### src/rtl/irq_pkg.sv
package irq_pkg;
   typedef enum logic {
      SEL_STATUS = 1'b0,
      SEL_MASK   = 1'b1
   } reg_sel_e;

   localparam int unsigned SRC_RX_REQ    = 0;
   localparam int unsigned SRC_TX_REQ    = 1;
   localparam int unsigned SRC_ARB_LOST  = 2;
   localparam int unsigned SRC_NO_ACK    = 3;
   localparam int unsigned SRC_RX_UNDER  = 4;
   localparam int unsigned SRC_TX_OVER   = 5;
   localparam int unsigned SRC_ALL_DONE  = 6;
   localparam int unsigned SRC_PKT_DONE  = 7;
endpackage

### src/rtl/irq_sticky_bank.sv
module irq_sticky_bank #(
   parameter int unsigned W = 8
) (
   input  logic         clk,
   input  logic         rst_n,
   input  logic [W-1:0] ev_i,
   input  logic [W-1:0] clr_i,
   output logic [W-1:0] status_o
);
   for (genvar b = 0; b < W; b++) begin : g_bit
      logic flag_q;
      always_ff @(posedge clk) begin
         if (!rst_n)          flag_q <= 1'b0;
         else if (ev_i[b])    flag_q <= 1'b1;
         else if (clr_i[b])   flag_q <= 1'b0;
      end
      assign status_o[b] = flag_q;
   end
endmodule

### src/rtl/irq_mask_bank.sv
module irq_mask_bank #(
   parameter int unsigned W         = 8,
   parameter int unsigned FORCE_BIT = 7,
   parameter bit          FORCE_EN  = 1'b1
) (
   input  logic         clk,
   input  logic         rst_n,
   input  logic         we_i,
   input  logic [W-1:0] wdata_i,
   output logic [W-1:0] mask_o,
   output logic [W-1:0] eff_o
);
   logic [W-1:0] mask_q;

   always_ff @(posedge clk) begin
      if (!rst_n)    mask_q <= '0;
      else if (we_i) mask_q <= wdata_i;
   end

   assign mask_o = mask_q;

   if (FORCE_EN) begin : g_forced
      localparam logic [W-1:0] FORCE_VEC = W'(1) << FORCE_BIT;
      assign eff_o = mask_q | FORCE_VEC;
   end else begin : g_plain
      assign eff_o = mask_q;
   end
endmodule

### src/rtl/irq_line_gen.sv
module irq_line_gen #(
   parameter int unsigned W = 8
) (
   input  logic         clk,
   input  logic         rst_n,
   input  logic [W-1:0] status_i,
   input  logic [W-1:0] enable_i,
   output logic         irq_o
);
   logic irq_q;
   always_ff @(posedge clk) begin
      if (!rst_n) irq_q <= 1'b0;
      else        irq_q <= |(status_i & enable_i);
   end
   assign irq_o = irq_q;
endmodule

### src/rtl/irq_status_unit.sv
module irq_status_unit
   import irq_pkg::*;
#(
   parameter int unsigned NSRC          = 8,
   parameter int unsigned PKT_BIT       = SRC_PKT_DONE,
   parameter bit          PKT_ALWAYS_EN = 1'b1
) (
   input  logic            clk,
   input  logic            rst_n,
   input  logic [NSRC-1:0] ev_i,
   input  logic            sel_i,
   input  logic            wr_en_i,
   input  logic [NSRC-1:0] wr_data_i,
   output logic [NSRC-1:0] rd_data_o,
   output logic            irq_o
);
   if (PKT_BIT >= NSRC) begin : g_bad_pkt_bit
      $error("PKT_BIT must index a source below NSRC");
   end
   if (NSRC < 1 || NSRC > 32) begin : g_bad_width
      $error("NSRC must lie between 1 and 32");
   end

   reg_sel_e        sel;
   logic [NSRC-1:0] clr_vec;
   logic            mask_we;
   logic [NSRC-1:0] status_q;
   logic [NSRC-1:0] mask_q;
   logic [NSRC-1:0] eff_mask;

   assign sel     = reg_sel_e'(sel_i);
   assign clr_vec = (wr_en_i && sel == SEL_STATUS) ? wr_data_i : '0;
   assign mask_we = wr_en_i && sel == SEL_MASK;

   irq_sticky_bank #(.W(NSRC)) u_sticky (
      .clk      (clk),
      .rst_n    (rst_n),
      .ev_i     (ev_i),
      .clr_i    (clr_vec),
      .status_o (status_q)
   );

   irq_mask_bank #(.W(NSRC), .FORCE_BIT(PKT_BIT), .FORCE_EN(PKT_ALWAYS_EN)) u_mask (
      .clk     (clk),
      .rst_n   (rst_n),
      .we_i    (mask_we),
      .wdata_i (wr_data_i),
      .mask_o  (mask_q),
      .eff_o   (eff_mask)
   );

   irq_line_gen #(.W(NSRC)) u_line (
      .clk      (clk),
      .rst_n    (rst_n),
      .status_i (status_q),
      .enable_i (eff_mask),
      .irq_o    (irq_o)
   );

   assign rd_data_o = (sel == SEL_MASK) ? mask_q : status_q;
endmodule

### config.mk
export PLATFORM = sky130hd
export DESIGN_NAME = irq_status_unit
export DESIGN_NICKNAME = d
export VERILOG_FILES = /design/src/rtl/irq_pkg.sv /design/src/rtl/irq_sticky_bank.sv /design/src/rtl/irq_mask_bank.sv /design/src/rtl/irq_line_gen.sv /design/src/rtl/irq_status_unit.sv
export SDC_FILE = /design/constraint.sdc
export NUM_CORES = 1
export LEC_CHECK = 0
export ABC_CLOCK_PERIOD_IN_PS = 800
export BUFFER_PORTS_ARGS = -buffer_cell sky130_fd_sc_hd__buf_2
export CORE_MARGIN = 5
export CORE_UTILIZATION = 35
export CTS_BUF_LIST = sky130_fd_sc_hd__clkbuf_16
export DETAILED_ROUTE_END_ITERATION = 6
export PLACE_DENSITY_LB_ADDON = 0.05
export SLEW_MARGIN = 20
export SYNTH_ARGS = -nofsm -noshare
export SYNTH_HDL_FRONTEND = slang
export SYNTH_SLANG_ARGS = --single-unit
### constraint.sdc
create_clock -name clk -period 0.8 [get_ports clk]
set_input_delay 0.04 -clock clk [delete_from_list [all_inputs] [get_ports clk]]
set_output_delay 0.04 -clock clk [all_outputs]
set_load 0.01 [all_outputs]
==> results.ini <==
[power]
peakVddDrop_mv = 1.59
p_per_area_nw_per_um2 = 1820
p_leak_uw = 0.000595
p_seq_share_pct = 39.0
power_frac_comb_pct = 20.0
switching_share_pct = 22.4
p_sw_uw = 538
clockPowerShare_pct = 41.0
intPower_uw = 1870

[worst_setup_path]
reg2reg_setup_slack_ns = -0.15
crit_type = register to primary output
slowest_delay_ns = 0.32
start_kind = register
path_cells = mux2_4, buf_6
cp.required_ns = 0.76
cp-startpoint = u_sticky.g_bit[6].flag_q
reg2reg_from = u_sticky.g_bit[5].flag_q
rr_endpoint = u_sticky.g_bit[5].flag_q
r2r_cells = 4
cp-endpoint = rd_data_o[6]
critPathArrivalTime_ns = 0.96
slowest_stage = dfxtp_2
cp-end-kind = primary output
critPathMaxFanout = 2

[synth]
netlist_instances = 77
syn_area_um2 = 759
synth-xor-area-share_pct = 0
syn_nets = 97
synthAdderAreaFrac_pct = 0
synth_top_family_by_area = compound AO/OA/AOI/OAI gates
yosys_warnings = 0
ys_seq_area_share_pct = 44.8
synth.distinct_cells = 14
synthMuxAreaShare_pct = 11.9
synth_seq_cells = 17
yosys.area_share.simple_pct = 11.5
synth_compound_area_share_pct = 25.9
avgSynthCellArea_um2 = 9.86

[floorplanning]
core_area_um2 = 2020
rows = 16
io_pins = 29
die_area_um2 = 3200
initial_core_util_pct = 37.6
die_x_um = 56.6
die_h_um = 56.6

[sta]
tightestPinTransition_ns = 0.268
setup_violations = 16
hold_ws_ns = -0.000157
fin_tns_setup_ns = -2.00
fin_skew_ns = 0.000537
final_max_slew_viol_count = 0
fmax_mhz = 1000
rsz0062_at_grt = true
maxSlewHeadroom_pct = 82.0
finalHoldViolCount = 1
finalCritPeriodShare_pct = 125
layout_setup_ws_ns = -0.198
min_period_ns = 0.998

[grt]
antenna_found_initial = 0
grt_usage_pct = 14.0
gr-total-overflow = 0
grt_pass1_vias = 770
grt_max_degree = 18
met3_usage_pct = 6.42
met2_usage_pct = 23.6
top_usage_layer = met2
grt_use_met1_pct = 16.6
grt_pass1_wl_um = 3490

[cells_and_area]
drive_gt1_share_pct = 62.6
n_antenna_cell = 0
syn2layout_area_growth_pct = 74.5
final_cells = 158
final_cell_mix = buf_2 (19), buf_4 (17), dfxtp_2 (15), buf_6 (12), nand2_1 (9)
design_area_um2 = 1330
fillers = 190
nets = 152
final_common_cell = buf_2

[job]
cap_violations = 0

[clock_network]
clkTransAtPathRegs_ns = 0.05
cts_tree = done
root_buffer = clkbuf_16
htreeDepth = 1
clock_sinks = 17
cts_buffers = 3
clockBufferDepth = 2
clk_latency_ns = 0.25

[placement]
dpl_cell_area_um2 = 937
dp_cells = 134
place.gp.congestion = 0.659
dp_hpwl_um = 1340
io_buffers = 28
dpl_worst_slack_ns = -0.121

[routing]
vias = 751
vias_per_cell = 4.75
first_pass_iters = 4
drc = 0
drtIter0Drc = 7
routed_wl_um = 2080
wl_per_cell_um = 13.2
antenna_left = 0

[hold_path]
hp-class = input pin to register

[status]
failed_checks = negative hold slack, negative setup slack
status = finished, violations left

power groups by stage:
stage	clock (uW)	sequential, uW	combinational (uW)
2_1_floorplan	0	944	179
6_report	987	939	481
3_5_place_dp	0	950	294
3_3_place_gp	0	950	290
4_1_cts	1010	933	431
5_1_grt	1040	945	526
metal layers:
metal / vias to the layer above / routed length [um]
li1: 386 / -
met1: 345 / 950
met2: 20 / 989
met3: 0 / 142
met4: 0 / 0
met5: - / 0
cells in the mapped netlist:
cell | n | area (um2)
a41oi_1 | 1 | 8.76
a21boi_1 | 1 | 7.51
a21boi_0 | 7 | 52.6
mux2_2 | 8 | 90.1
nand3_1 | 8 | 40.0
dfxtp_1 | 17 | 340
a21oi_1 | 9 | 45.0
buf_4 | 1 | 7.51
nand2_1 | 9 | 33.8
nor2b_4 | 1 | 13.8
a22oi_1 | 3 | 22.5
o21a_1 | 8 | 60.1
buf_6 | 3 | 33.8
clkinv_1 | 1 | 3.75
registers in the layout, summed over array words and instances (netlist names):
| name | cells |
|---|---|
| u_sticky.g_bit.flag_q | 8 |
| u_line.irq_o | 1 |
| u_mask.mask_o | 8 |
metrics by stage:
| step | util [%] | power, uW |
|---|---|---|
| global route | 65.5 | 2520 |
| floorplan | - | 1120 |
| CTS | 61.8 | 2370 |
| finish | 65.5 | 2410 |
| global placement | 46.3 | 1240 |
| detailed placement | 46.3 | 1240 |
cells by family (layout without fill, tap and decap cells):
| family | count (synthesis) | after routing |
|---|---|---|
| AO/OA/AOI/OAI | 29 | 29 |
| buffers and inverters | 5 | 59 |
| flip-flops | 17 | 17 |
| multiplexers | 8 | 8 |
| AND/OR/NAND/NOR | 18 | 18 |
critical path, delay by kind of cell (launching register included):
| kind | cells | cell delay, ns |
|---|---|---|
| DFF | 1 | 0.32 |
| muxes | 1 | 0.27 |
| buffers and inverters | 1 | 0.12 |
worst min path at each step:
stage	start	to	depth (start not counted)	slack [ns]
2_1_floorplan	ev_i[7]	u_sticky.g_bit[7].flag_q	1	0.16
3_3_place_gp	ev_i[0]	u_sticky.g_bit[0].flag_q	2	0.25
3_5_place_dp	ev_i[4]	u_sticky.g_bit[4].flag_q	2	0.25
4_1_cts	ev_i[3]	u_sticky.g_bit[3].flag_q	2	0.0005
5_1_grt	ev_i[0]	u_sticky.g_bit[0].flag_q	2	0.008
6_report	ev_i[3]	u_sticky.g_bit[3].flag_q	2	-0.0002
final cells by class:
| cell class | instances | area, um2 | area share, % |
|---|---|---|---|
| Multi-Input combinational cell | 55 | 434 | 32.8 |
| Tap cell | 27 | 33.8 | 2.55 |
| Clock inverter | 1 | 3.75 | 0.283 |
| Timing Repair Buffer | 54 | 415 | 31.4 |
| Inverter | 1 | 3.75 | 0.283 |
| Clock buffer | 3 | 75.1 | 5.67 |
| Sequential cell | 17 | 359 | 27.1 |
repair_timing:
item / in CTS / in global routing
setup endpoints to repair: 9 / 16
hold buffers: 5 / 0
pin swaps: 2 / 5
buffers inserted: 14 / 1
resized for setup: 25 / 22
gates cloned: 0 / 0
endpoints found under the hold margin: 5 / 0
(Power assumes the default switching activity.)
